### src/rtl/sd_seq_pkg.sv
package sd_seq_pkg;
  typedef enum logic [1:0] {OP_READ, OP_WRITE, OP_WMULTI, OP_STOP} op_e;
  typedef enum logic [2:0] {
    E_NONE, E_R1_TO, E_R1_BAD, E_TOK_TO, E_REJECT, E_BUSY_TO, E_RSP_TO
  } err_e;
  typedef enum logic [3:0] {
    S_IDLE, S_CMD, S_R1, S_TOKW, S_RDAT, S_WTOK, S_WDAT, S_WCRC, S_WRSP, S_STUF, S_WBSY
  } st_e;
  localparam logic [7:0] TOK_SINGLE = 8'hFE;
  localparam logic [7:0] TOK_MULTI  = 8'hFC;
  localparam logic [7:0] TOK_STOP   = 8'hFD;
  localparam logic [7:0] FILL_BYTE  = 8'hFF;
  localparam logic [4:0] RESP_OK    = 5'b00101;
  localparam int unsigned FRAME_LEN = 6;
endpackage

### src/rtl/sd_cmd_frame.sv
module sd_cmd_frame (
  input  logic [5:0]  idx_i,
  input  logic [31:0] arg_i,
  input  logic [7:0]  trailer_i,
  input  logic [2:0]  sel_i,
  output logic [7:0]  byte_o
);
  always_comb begin
    unique case (sel_i)
      3'd0:    byte_o = {2'b01, idx_i};
      3'd1:    byte_o = arg_i[31:24];
      3'd2:    byte_o = arg_i[23:16];
      3'd3:    byte_o = arg_i[15:8];
      3'd4:    byte_o = arg_i[7:0];
      3'd5:    byte_o = trailer_i;
      default: byte_o = 8'hFF;
    endcase
  end
endmodule

### src/rtl/sd_poll_timer.sv
module sd_poll_timer #(
  parameter int unsigned LIMIT = 64
) (
  input  logic clk_i,
  input  logic rst_ni,
  input  logic clr_i,
  input  logic step_i,
  output logic last_o
);
  localparam int unsigned CW = $clog2(LIMIT + 1);
  logic [CW-1:0] cnt_q;

  always_ff @(posedge clk_i or negedge rst_ni) begin
    if (!rst_ni)     cnt_q <= '0;
    else if (clr_i)  cnt_q <= '0;
    else if (step_i) cnt_q <= cnt_q + 1'b1;
  end

  assign last_o = (cnt_q == CW'(LIMIT - 1));
endmodule

### src/rtl/sd_blk_seq.sv
module sd_blk_seq
  import sd_seq_pkg::*;
#(
  parameter int unsigned DATA_BYTES = 512,
  parameter int unsigned POLL_LIMIT = 64,
  parameter int unsigned BUSY_LIMIT = 4096
) (
  input  logic        clk_i,
  input  logic        rst_ni,
  input  logic        start_i,
  input  logic [1:0]  op_i,
  input  logic [5:0]  cmd_idx_i,
  input  logic [31:0] arg_i,
  input  logic [7:0]  trailer_i,
  output logic        busy_o,
  output logic        done_o,
  output logic [2:0]  err_code_o,
  output logic [7:0]  r1_o,
  output logic        rd_valid_o,
  output logic [7:0]  rd_data_o,
  output logic        wr_take_o,
  input  logic [7:0]  wr_data_i,
  output logic        xfer_req_o,
  output logic [7:0]  xfer_tx_o,
  input  logic        xfer_done_i,
  input  logic [7:0]  xfer_rx_i
);
  localparam int unsigned CW = $clog2(DATA_BYTES + 2);
  localparam logic [CW-1:0] LAST_DATA = CW'(DATA_BYTES - 1);
  localparam logic [CW-1:0] LAST_RD   = CW'(DATA_BYTES + 1);

  st_e           state_q;
  op_e           op_q;
  logic [5:0]    idx_q;
  logic [31:0]   arg_q;
  logic [7:0]    trl_q;
  logic [CW-1:0] cnt_q;
  logic          pend_q;
  logic          got, reply_ok, poll_st, poll_last, busy_last;
  logic [7:0]    frame_byte;

  assign got        = pend_q && xfer_done_i;
  assign busy_o     = (state_q != S_IDLE);
  assign xfer_req_o = busy_o && !pend_q;
  assign wr_take_o  = xfer_req_o && (state_q == S_WDAT);
  assign poll_st    = (state_q == S_R1) || (state_q == S_TOKW) || (state_q == S_WRSP);

  always_comb begin
    unique case (state_q)
      S_R1:    reply_ok = !xfer_rx_i[7];
      S_TOKW:  reply_ok = (xfer_rx_i == TOK_SINGLE);
      S_WRSP:  reply_ok = (xfer_rx_i != FILL_BYTE);
      default: reply_ok = 1'b0;
    endcase
  end

  sd_cmd_frame u_frame (
    .idx_i(idx_q), .arg_i(arg_q), .trailer_i(trl_q),
    .sel_i(cnt_q[2:0]), .byte_o(frame_byte)
  );

  sd_poll_timer #(.LIMIT(POLL_LIMIT)) u_poll_tmr (
    .clk_i, .rst_ni,
    .clr_i (!busy_o || (got && reply_ok)),
    .step_i(got && poll_st && !reply_ok),
    .last_o(poll_last)
  );

  sd_poll_timer #(.LIMIT(BUSY_LIMIT)) u_busy_tmr (
    .clk_i, .rst_ni,
    .clr_i (!busy_o),
    .step_i(got && (state_q == S_WBSY) && (xfer_rx_i == 8'h00)),
    .last_o(busy_last)
  );

  always_comb begin
    unique case (state_q)
      S_CMD:   xfer_tx_o = frame_byte;
      S_WTOK:  xfer_tx_o = (op_q == OP_STOP)   ? TOK_STOP :
                           (op_q == OP_WMULTI) ? TOK_MULTI : TOK_SINGLE;
      S_WDAT:  xfer_tx_o = wr_data_i;
      default: xfer_tx_o = FILL_BYTE;
    endcase
  end

  always_ff @(posedge clk_i or negedge rst_ni) begin
    if (!rst_ni)          pend_q <= 1'b0;
    else if (xfer_req_o)  pend_q <= 1'b1;
    else if (got)         pend_q <= 1'b0;
  end

  always_ff @(posedge clk_i or negedge rst_ni) begin
    if (!rst_ni) begin
      state_q    <= S_IDLE;
      op_q       <= OP_READ;
      idx_q      <= '0;
      arg_q      <= '0;
      trl_q      <= '0;
      cnt_q      <= '0;
      done_o     <= 1'b0;
      err_code_o <= '0;
      r1_o       <= '0;
      rd_valid_o <= 1'b0;
      rd_data_o  <= '0;
    end else begin
      done_o     <= 1'b0;
      rd_valid_o <= 1'b0;
      if (state_q == S_IDLE) begin
        if (start_i) begin
          op_q    <= op_e'(op_i);
          idx_q   <= cmd_idx_i;
          arg_q   <= arg_i;
          trl_q   <= trailer_i;
          cnt_q   <= '0;
          state_q <= (op_e'(op_i) == OP_STOP) ? S_WTOK : S_CMD;
        end
      end else if (got) begin
        unique case (state_q)
          S_CMD: begin
            cnt_q <= cnt_q + 1'b1;
            if (cnt_q == CW'(FRAME_LEN - 1)) state_q <= S_R1;
          end
          S_R1: begin
            if (reply_ok) begin
              r1_o <= xfer_rx_i;
              if (xfer_rx_i != 8'h00) begin
                state_q <= S_IDLE; done_o <= 1'b1; err_code_o <= E_R1_BAD;
              end else begin
                state_q <= (op_q == OP_READ) ? S_TOKW : S_WTOK;
              end
            end else if (poll_last) begin
              state_q <= S_IDLE; done_o <= 1'b1; err_code_o <= E_R1_TO;
            end
          end
          S_TOKW: begin
            if (reply_ok) begin
              state_q <= S_RDAT; cnt_q <= '0;
            end else if (poll_last) begin
              state_q <= S_IDLE; done_o <= 1'b1; err_code_o <= E_TOK_TO;
            end
          end
          S_RDAT: begin
            if (cnt_q <= LAST_DATA) begin
              rd_valid_o <= 1'b1;
              rd_data_o  <= xfer_rx_i;
            end
            cnt_q <= cnt_q + 1'b1;
            if (cnt_q == LAST_RD) begin
              state_q <= S_IDLE; done_o <= 1'b1; err_code_o <= E_NONE;
            end
          end
          S_WTOK: begin
            cnt_q   <= '0;
            state_q <= (op_q == OP_STOP) ? S_STUF : S_WDAT;
          end
          S_WDAT: begin
            cnt_q <= cnt_q + 1'b1;
            if (cnt_q == LAST_DATA) begin
              state_q <= S_WCRC; cnt_q <= '0;
            end
          end
          S_WCRC: begin
            cnt_q <= cnt_q + 1'b1;
            if (cnt_q[0]) state_q <= S_WRSP;
          end
          S_WRSP: begin
            if (reply_ok) begin
              if (xfer_rx_i[4:0] == RESP_OK) state_q <= S_WBSY;
              else begin
                state_q <= S_IDLE; done_o <= 1'b1; err_code_o <= E_REJECT;
              end
            end else if (poll_last) begin
              state_q <= S_IDLE; done_o <= 1'b1; err_code_o <= E_RSP_TO;
            end
          end
          S_STUF: state_q <= S_WBSY;
          S_WBSY: begin
            if (xfer_rx_i != 8'h00) begin
              state_q <= S_IDLE; done_o <= 1'b1; err_code_o <= E_NONE;
            end else if (busy_last) begin
              state_q <= S_IDLE; done_o <= 1'b1; err_code_o <= E_BUSY_TO;
            end
          end
          default: state_q <= S_IDLE;
        endcase
      end
    end
  end
endmodule

### config.mk
export PLATFORM = sky130hd
export DESIGN_NAME = sd_blk_seq
export DESIGN_NICKNAME = d
export VERILOG_FILES = /design/src/rtl/sd_seq_pkg.sv /design/src/rtl/sd_cmd_frame.sv /design/src/rtl/sd_poll_timer.sv /design/src/rtl/sd_blk_seq.sv
export SDC_FILE = /design/constraint.sdc
export NUM_CORES = 1
export LEC_CHECK = 0
export ABC_CLOCK_PERIOD_IN_PS = 3000
export BUFFER_PORTS_ARGS = -buffer_cell sky130_fd_sc_hd__buf_2
export CAP_MARGIN = 20
export CORE_UTILIZATION = 52
export DETAILED_ROUTE_END_ITERATION = 10
export HOLD_SLACK_MARGIN = 0.02
export PLACE_DENSITY_LB_ADDON = 0.3
export SLEW_MARGIN = 10
export SYNTH_ARGS = -nofsm -noshare
export SYNTH_HDL_FRONTEND = slang
export SYNTH_SLANG_ARGS = --single-unit
### constraint.sdc
create_clock -name clk_i -period 3 [get_ports clk_i]
set_input_delay 0.15 -clock clk_i [delete_from_list [all_inputs] [get_ports clk_i]]
set_output_delay 0.15 -clock clk_i [all_outputs]
set_load 0.005 [all_outputs]
==> results of run 1 <==
layout make-up:
| cell class | count | area, sq um |
|---|---|---|
| inverters | 11 | 41.29 |
| clock buffers | 10 | 137.6 |
| repair buffers | 167 | 1151 |
| clock inverters | 6 | 78.83 |
| well taps | 136 | 170.2 |
| multi-input cells | 467 | 2700 |
| fillers | 800 | 3396 |
| flip-flops and latches | 104 | 2603 |
power breakdown:
part           switching, mW  internal (mW)  total [mW]
Clock                  0.527          0.429       0.957
Combinational           1.14          0.875        2.02
Sequential             0.348           1.84        2.19
Total                   2.02           3.14        5.16
sequential cells by signal, indices dropped and copies added, names as in the netlist, 4 cells and up:
| signal | count |
|---|---|
| rd_data_o | 8 |
| trl_q | 8 |
| arg_q | 32 |
| r1_o | 8 |
| u_poll_tmr.cnt_q | 7 |
| cnt_q | 10 |
| state_q | 4 |
| idx_q | 6 |
| u_busy_tmr.cnt_q | 13 |
what timing repair did:
item	4_1_cts	5_1_grt
resized for setup	0	0
hold buffers	49	0
endpoints found under the hold margin	131	0
through the flow:
step	instances	setup WS, ps	power, mW
floorplan	615	404.4	3.451
global placement	835	555.9	4.052
detailed placement	835	391.9	4.130
CTS	900	246.5	5.133
global route	901	54.01	5.530
finish	901	225.2	5.162
worst paths after layout:
check                                   from            end  slack [ps]  depth (start not counted)
max in group asynchronous             rst_ni   rd_data_o[7]        2010                          4
min in group asynchronous             rst_ni       cnt_q[6]         220                          2
worst min register to register      trl_q[5]       trl_q[5]         490                          2
worst min-delay path            xfer_rx_i[5]        r1_o[5]          40                          2
worst max register to register    state_q[1]  err_code_o[0]         300                          7
worst max-delay path              state_q[3]   xfer_tx_o[7]         230                          7
kinds of logic after synthesis:
logic type                 synth area share (%)
DFF                                       47.52
buffers and inverters                     3.176
adders and majority gates                 1.599
AOI/OAI and AO/OA                         14.80
xor gates and xnor gates                  1.279
and+or+nand+nor                           25.93
muxes                                     5.689
metal layers:
| layer | vias to the layer above | GRT usage, % | part of all wire (%) |
|---|---|---|---|
| li1 | 2436 | - | - |
| met1 | 2475 | 36.52 | 44 |
| met2 | 179 | 44.99 | 48 |
| met3 | 41 | 5.490 | 5.2 |
| met4 | 0 | 12.17 | 2.8 |
| met5 | - | 0 | 0 |
worst max-delay path: stages (launching register included):
cell and delay, ps:
dfrtp_1 770, nand2b_1 330, nor3_1 80, buf_4 190, a21oi_1 430, a21oi_1 100
o21ai_0 170, buf_2 180
placed cells by master (no fill, tap or decap), types with 4 or more instances in the layout:
cell / instances
nand2_1: 180
dfrtp_1: 104
buf_2: 98
dlygate4sd3_1: 49
nor2_1: 37
a21oi_1: 36
o21ai_0: 35
mux2_2: 22
buf_4: 19
nand3_1: 12
inv_1: 11
a221oi_1: 10
nor3_1: 10
clkbuf_8: 10
and3_1: 9
nand2b_1: 7
ha_1: 7
nor2b_1: 6
or3_1: 6
o31ai_1: 6
a31oi_1: 5
or3b_2: 5
a221o_1: 4
a222oi_1: 4
xor2_1: 4
xnor2_1: 4
==> impl_metrics.yaml, run 1 <==
run_status:
  status: "completed"
power:
  powerDensity_nw_per_um2: 750.2
  peakVddDrop_mv: 0.4884
  p_leak_nw: 3.308
logic_synthesis:
  ys_seq_elements: 104
  synth_common_cells: "180 x nand2_1, 104 x dfrtp_1, 37 x nor2_1, 36 x a21oi_1, 35 x o21ai_0"
  synth.top_cell.area_share_pct: 47.52
  postSynth.asyncResetShare_pct: 100.0
  synth_ff_type: "dfrtp_1"
  avgSynthCellArea_sq_um: 8.905
  synthCells: 615
  ys_warn_count: 0
  synth_fp_nets: 690
  synth-edff-count: 0
  synth_area_leaders: "dfrtp_1 48%, nand2_1 12%, mux2_2 4.5%"
  syn_area_sq_um: 5477
  synth.distinct_cells: 61
  yosysMostFrequentCell: "nand2_1"
  synth.largest_area_cell: "dfrtp_1"
  yosysSeqAreaShare_pct: 47.52
die:
  die_w_um: 104.6
  initial_utilization_pct: 53.29
  fp-row-count: 37
  dieArea_sq_um: 10950
  io_pins: 100
  die_y_um: 104.6
  core_sq_um: 10280
critical_path:
  critPathMaxFanout: 20
  worstPathRequired_ps: 2850
  end_kind: "primary output"
  crit_type: "reg2out"
  critPathLaunchType: "flop"
  critPathArrivalTime_ps: 2620
route:
  drc: 0
  ant_nets: 0
  first_iter_violations: 536
  wirelength_um: 14490
  drt_pass1_iterations: 7
  num_vias: 5131
  via_per_inst: 5.695
  avgRoutedWirePerCell_um: 16.08
placed_design:
  place_area_sq_um: 6147
  globalplace.congestion: 0.8880
  dp_hpwl_um: 9398
  port_buffers: 99
sta:
  final.setup_skew_ps: 12.36
  grt_setup_unrepaired: "false"
  setup_viol: 0
  fmax_ghz: 0.3604
  hold_violations: 0
  fin_crit_sh_pct: 92.49
  hold_slack_ps: 41.36
  worst-slew-pin-transition_ps: 645.9
  tns_ps: 0
  timing.slew.headroom_pct: 56.94
  period_needed_ps: 2775
  maxSlewViolCount: 0
cts:
  clkTransAtPathRegs_ps: 100
  cts_buffer_depth: 2
  cts_tree: "done"
  clkLatencyLatePin_ps: 390
  root_buffer: "clkbuf_8"
  htree_levels: 3
  cts_buffers: 9
  numClockSinks: 104
  post_cts_buffers: 0
global_routing:
  first_global_vias: 5037
  grt_max_degree: 86
  track_usage_pct: 27.86
  antenna_found_initial: 0
  grt_pass1_wl_um: 24150
  gr-total-overflow: 0
finish:
  drive_gt1_share_pct: 23.01
  design_area_sq_um: 6882
  antenna_cells: 0
  fin_util_pct: 66.96
  syn2layout_area_growth_pct: 25.66
  final_nets: 835
worst_hold_path:
  worst_hold_path_type: "in2reg"
job:
  cap_violations: 0
(Power assumes the default switching activity.)
==> run 2: changes to the inputs <==
--- a/config.mk
+++ b/config.mk
@@ -8,6 +8,7 @@
 export ABC_CLOCK_PERIOD_IN_PS = 3000
 export BUFFER_PORTS_ARGS = -buffer_cell sky130_fd_sc_hd__buf_2
 export CAP_MARGIN = 20
+export CORE_MARGIN = 2
 export CORE_UTILIZATION = 52
 export DETAILED_ROUTE_END_ITERATION = 10
 export HOLD_SLACK_MARGIN = 0.02
==> run 2 against run 1 <==
Flip-flop and latch count did not move. Critical endpoint is now xfer_tx_o[1]. Global-route usage is 1.2 points lower. Clock power rose by 7%. Fmax rose by 4.4%. Sequential share of layout area increased by 0.083 points. Final area shrank 0.22%. Die area increased by 3.9%. Worst hold slack improved by 5.5 ps. Total power up 1.4%.
==> impl_metrics.yaml, run 2 (same netlist as run 1, synthesis figures left out) <==
run_status:
  status: "completed"
worst_hold_path:
  hold_start: "xfer_rx_i[1]"
  worst_hold_path_type: "in2reg"
  holdPathStages: 2
  whs_endpoint: "rd_data_o[1]"
finish:
  nFillCells: 812
  final_cells: 899
  mostFrequentLayoutCells: "180 x nand2_1, 104 x dfrtp_1, 98 x buf_2"
  multi_input_area_sq_um: 2700
  max_flop_register: "arg_q"
  syn2layout_area_growth_pct: 25.38
  largest_register_ffs: 32
  antenna_cells: 0
  reg_top3: "arg_q (32), u_busy_tmr.cnt_q (13), cnt_q (10)"
  final_nets: 833
  drive_gt1_share_pct: 22.80
  final_common_cell: "nand2_1"
  layout.area.seq_sq_um: 2603
power:
  p_leak_nw: 3.295
  powerDensity_nw_per_um2: 762.7
  p_comb_share_pct: 39.5
  p_int_mw: 3.222
  seqPwrFrac_pct: 41.0
  peakVddDrop_mv: 0.5266
  p_sw_mw: 2.015
  netSwitchingFraction_pct: 38.47
  clock_power_share_pct: 19.5
critical_path:
  worstRegToRegCells: 6
  regToRegSetupSlack_ps: 380
  crit_type: "reg2out"
  timing.rr.end: "err_code_o[1]"
  worstPathRequired_ps: 2850
  critPathMaxFanout: 13
  max_stage_delay_ps: 390
  end_kind: "primary output"
  critical-path-slowest-cell: "dfrtp_1"
  rr_startpoint: "state_q[1]"
  critPathLaunchType: "flop"
  critPathArrivalTime_ps: 2510
  cp_cell_sequence: "buf_4 > ha_1 > ha_1 > a222oi_1 > a31oi_1 > or3_1 > buf_2"
  cpMostUsedCell: "ha_1"
cts:
  cts_hold_buf: 49
  root_buffer: "clkbuf_8"
  htree_levels: 3
  cts_buffers: 9
  clkTransAtPathRegs_ps: 110
  numClockSinks: 104
  post_cts_buffers: 0
  ctsResizeCount: 0
  cts_buffer_depth: 2
  cts_tree: "done"
  clkLatencyLatePin_ps: 390
die:
  dieArea_sq_um: 11370
  core_sq_um: 10280
  die_w_um: 106.6
  die_y_um: 106.6
  initial_utilization_pct: 53.29
  fp-row-count: 37
  io_pins: 100
global_routing:
  first_global_vias: 5166
  antenna_found_initial: 0
  gr-total-overflow: 0
  grt_max_degree: 76
  track_usage_pct: 26.71
  grt_pass1_wl_um: 24130
route:
  num_vias: 5166
  avgRoutedWirePerCell_um: 16.51
  drc: 0
  wirelength_um: 14850
  ant_nets: 0
  drt_pass1_iterations: 5
  first_iter_violations: 525
  via_per_inst: 5.746
sta:
  fmax_ghz: 0.3764
  setup_viol: 0
  hold_violations: 0
  timing.slew.headroom_pct: 35.49
  final.setup_skew_ps: 16.93
  tns_ps: 0
  grt_setup_unrepaired: "false"
  fin_crit_sh_pct: 88.57
  period_needed_ps: 2657
  maxSlewViolCount: 0
  worst-slew-pin-transition_ps: 967.7
placed_design:
  globalplace.congestion: 0.8644
  placed_cells: 834
  port_buffers: 99
  dp_hpwl_um: 9768
job:
  cap_violations: 0
==> run 2: metal layers <==
| metal | track usage, % | wire length, um | vias up |
|---|---|---|---|
| met2 | 43.59 | 7215 | 182 |
| met1 | 34.62 | 6424 | 2522 |
| met3 | 6.505 | 860 | 27 |
| li1 | - | - | 2435 |
| met4 | 10.02 | 346 | 0 |
| met5 | 0 | 0 | - |
==> run 2: worst max-delay path: cells and delay by family, from the launching register on <==
kind,cells,cell delay (ps)
AND/OR/NAND/NOR,1,380
AO/OA/AOI/OAI,2,470
adder cells (fa/ha/maj),2,550
flip-flops,1,390
buffers and inverters,2,320
==> run 2: worst max path at each step <==
stage               startpoint       endpoint  slack (ps)  depth (start not counted)
finish                cnt_q[1]   xfer_tx_o[1]         340                          7
global route        state_q[1]       cnt_q[6]         160                          6
CTS                   cnt_q[1]   xfer_tx_o[1]         340                          7
detailed placement  state_q[1]  err_code_o[1]         410                          6
global placement      cnt_q[0]  err_code_o[1]         550                          7
floorplan             cnt_q[1]  err_code_o[0]         400                          9
==> run 2: power groups by stage <==
stage | clock, mW | sequential (mW) | combinational, mW
6_report | 1.02 | 2.15 | 2.07
5_1_grt | 1.09 | 2.20 | 2.30
4_1_cts | 1.04 | 2.14 | 2.04
3_5_place_dp | 0 | 2.16 | 1.98
3_3_place_gp | 0 | 2.14 | 1.92
2_1_floorplan | 0 | 2.07 | 1.38
==> run 2: cell type report <==
type / count / share of cell area [%]
multi-input cells: 467 / 39.32
clock inverters: 6 / 1.440
flip-flops and latches: 104 / 37.90
repair buffers: 165 / 16.25
inverters: 11 / 0.6013
clock buffers: 10 / 2.004
well taps: 136 / 2.478
==> run 2: through the flow <==
step	setup WS (ps)	cell area (sq um)	util, %	power [mW]	hold slack (ps)
CTS	341.0	6867	66.81	5.214	25.21
global route	157.8	6867	66.81	5.590	38.06
finish	343.0	6867	66.81	5.237	46.82
floorplan	404.4	5477	-	3.451	-145.6
global placement	547.7	6140	59.74	4.066	339.5
detailed placement	411.1	6140	59.74	4.142	344.2
==> run 3: changes to the inputs <==
--- a/config.mk
+++ b/config.mk
@@ -5,6 +5,7 @@
 export SDC_FILE = /design/constraint.sdc
 export NUM_CORES = 1
 export LEC_CHECK = 0
+export ABC_AREA = 1
 export ABC_CLOCK_PERIOD_IN_PS = 3000
 export BUFFER_PORTS_ARGS = -buffer_cell sky130_fd_sc_hd__buf_2
 export CAP_MARGIN = 20
==> run 3 against run 2 <==
Sequential share of layout area is 0.56 points lower. Worst setup slack better by 210 ps. Worst hold slack improved by 5.9 ps. Flip-flop and latch count stayed put. Via count increased by 6.4%. Die area grew 3.2%. Critical path type unchanged. Final area rose by 1.5%. Critical path depth rose by 2. Wire length grew 1.0%. Core utilization shrank 1.9 points. Total power increased by 0.14%. Final cell count rose by 18%.
==> impl_metrics.yaml, run 3 <==
cts:
  cts_buffer_depth: 2
  htree_levels: 3
  clkTransAtPathRegs_ps: 100
  cts_buffers: 9
  clkLatencyLatePin_ps: 400
  numClockSinks: 104
  root_buffer: "clkbuf_8"
  cts_tree: "done"
  ctsResizeCount: 0
global_routing:
  first_global_vias: 5420
  grt_max_degree: 105
  track_usage_pct: 27.38
  grt_pass1_wl_um: 24990
  gr-total-overflow: 0
  antenna_found_initial: 0
logic_synthesis:
  synth_common_cells: "235 x nand2_1, 104 x dfrtp_1, 103 x inv_1, 68 x nor2_1, 58 x o21ai_0"
  synth_top_family_by_area: "simple AND/OR/NAND/NOR gates"
  ys_warn_count: 0
  synth-edff-count: 0
  synth-simple-area-share_pct: 29.57
  avgSynthCellArea_sq_um: 7.394
  synth_fp_nets: 840
  syn_area_sq_um: 5657
  yosysSeqAreaShare_pct: 46.01
  synthCells: 765
  yosysMostFrequentCell: "nand2_1"
  synth_area_leaders: "dfrtp_1 46%, nand2_1 16%, inv_1 6.8%"
  synth_ff_type: "dfrtp_1"
  ys_seq_elements: 104
  synthMuxAreaShare_pct: 0
  synth_compound_area_share_pct: 12.94
  synth.largest_area_cell: "dfrtp_1"
  postSynth.asyncResetShare_pct: 100.0
  synth.top_cell.area_share_pct: 46.01
  synth.distinct_cells: 39
  synthAdderAreaFrac_pct: 1.548
  synthXorXnorAreaFrac_pct: 0.7742
critical_path:
  rr_startpoint: "state_q[1]"
  regToRegSetupSlack_ps: 830
  worstRegToRegCells: 10
  cp_cell_sequence: "inv_2 > nor2_2 > inv_1 > nor2_1 > buf_4 > a21oi_1 > nor2_1 > nand3_1 > buf_2"
  timing.rr.end: "cnt_q[1]"
  cpMostUsedCell: "nor2_1"
  critPathArrivalTime_ps: 2300
  cp.depth: 9
  max_stage_delay_ps: 470
  critPathMaxFanout: 11
  critPathLaunchType: "flop"
  critical-path-slowest-cell: "dfrtp_1"
  path_buf_inv: 4
  worstPathRequired_ps: 2850
  end_kind: "primary output"
  crit_type: "reg2out"
  crit_family: "simple AND/OR/NAND/NOR gates"
die:
  dieArea_sq_um: 11730
  initial_utilization_pct: 52.64
  core_sq_um: 10750
  die_y_um: 108.3
  fp-row-count: 38
  io_pins: 100
  die_w_um: 108.3
sta:
  fmax_ghz: 0.4081
  setup_viol: 0
  tns_ps: 0
  hold_violations: 0
  fin_crit_sh_pct: 81.67
  grt_setup_unrepaired: "false"
  fin_ws_ps: 549.8
  maxSlewViolCount: 0
  worst-slew-pin-transition_ps: 545.8
  period_needed_ps: 2450
  final.setup_skew_ps: 12.88
  timing.slew.headroom_pct: 63.61
job:
  cap_violations: 0
finish:
  final_nets: 989
  final_cells: 1059
  antenna_cells: 0
  syn2layout_area_growth_pct: 23.23
  mostFrequentLayoutCells: "235 x nand2_1, 104 x dfrtp_1, 103 x inv_1"
  nFillCells: 980
  final_common_cell: "nand2_1"
  max_flop_register: "arg_q"
  drive_gt1_share_pct: 16.54
  largest_register_ffs: 32
  reg_top3: "arg_q (32), u_busy_tmr.cnt_q (13), cnt_q (10)"
route:
  via_per_inst: 5.190
  first_iter_violations: 404
  wirelength_um: 15000
  avgRoutedWirePerCell_um: 14.16
  num_vias: 5496
  drt_pass1_iterations: 4
  ant_nets: 0
  drc: 0
placed_design:
  pre_cts_slack_ps: 882.4
  port_buffers: 99
  placed_cells: 991
  dp_hpwl_um: 10350
  globalplace.congestion: 0.9188
run_status:
  status: "completed"
worst_hold_path:
  worst_hold_path_type: "in2reg"
  holdPathStages: 3
  whs_endpoint: "r1_o[4]"
  hold_start: "xfer_rx_i[4]"
power:
  peakVddDrop_mv: 0.5054
  p_leak_nw: 3.520
  powerDensity_nw_per_um2: 752.4
-- run 3: cell count changes in the layout (fill, tap and decap cells not counted), sizes merged, moves of 10 or more --
cell    before  now
a221oi      10    0
buf        116  104
inv         13  112
mux2        25    0
nand2      180  246
nand3       12   47
nor2        37   77
o21ai       36   65
-- run 3: routing by layer --
metal,wire length (um),up-vias,track usage [%]
met4,404,0,10.62
li1,-,2746,-
met5,0,-,0
met3,837,31,5.606
met1,6580,2542,34.74
met2,7177,177,46.09
-- run 3: what timing repair did --
action,in CTS,in global routing
buffers inserted,0,0
hold endpoints to repair,155,0
hold buffers,52,0
-- run 3: worst min-delay path: stages --
cell,delay [ps]
buf_2,120
inv_1,80
a21oi_1,70
-- run 3: report_power, final --
part           switching [mW]  total (mW)  internal (mW)  leakage, nW
Sequential              0.248        2.13           1.88         1.34
Combinational            1.49        2.29          0.799         2.09
Clock                   0.516       0.827          0.311       0.0858
Total                    2.25        5.24           2.99         3.52
-- run 3: cell families (layout without fill, tap and decap cells) --
group                      after synthesis  count (layout)
adders and majority gates                7               7
AOI/OAI and AO/OA                      129             129
xor gates and xnor gates                 5               5
and+or+nand+nor                        392             392
buffers and inverters                  128             282
DFF                                    104             104
-- run 3: final cells by class --
type | count | area [sq um] | area share, %
clock buffer | 11 | 131.4 | 1.885
clock inverter | 5 | 41.29 | 0.5924
inverter | 110 | 415.4 | 5.959
multi-input combinational | 533 | 2536 | 36.38
sequential | 104 | 2603 | 37.34
tap | 140 | 175.2 | 2.513
timing repair buffer | 156 | 1069 | 15.33
-- run 3: per-stage QoR --
| stage | power [mW] | util, % | hold WS [ps] | area, sq um |
|---|---|---|---|---|
| 6_report | 5.245 | 64.87 | 52.72 | 6970 |
| 5_1_grt | 5.694 | 64.87 | 56.19 | 6970 |
| 3_5_place_dp | 4.350 | 58.42 | 264.9 | 6277 |
| 3_3_place_gp | 4.284 | 58.42 | 258.8 | 6277 |
| 2_1_floorplan | 3.625 | - | -145.6 | 5657 |
| 4_1_cts | 5.238 | 64.87 | 35.82 | 6970 |
-- run 3: worst max-delay path by stage --
stage                     startpoint      endpoint  slack [ps]
after floorplan             cnt_q[1]    state_q[0]        1370
after global placement    state_q[1]      cnt_q[1]         960
after detailed placement  state_q[1]      cnt_q[8]         880
after CTS                 state_q[1]  xfer_tx_o[2]         570
after global routing        cnt_q[0]  xfer_tx_o[3]         270
final                     state_q[1]  xfer_tx_o[7]         550
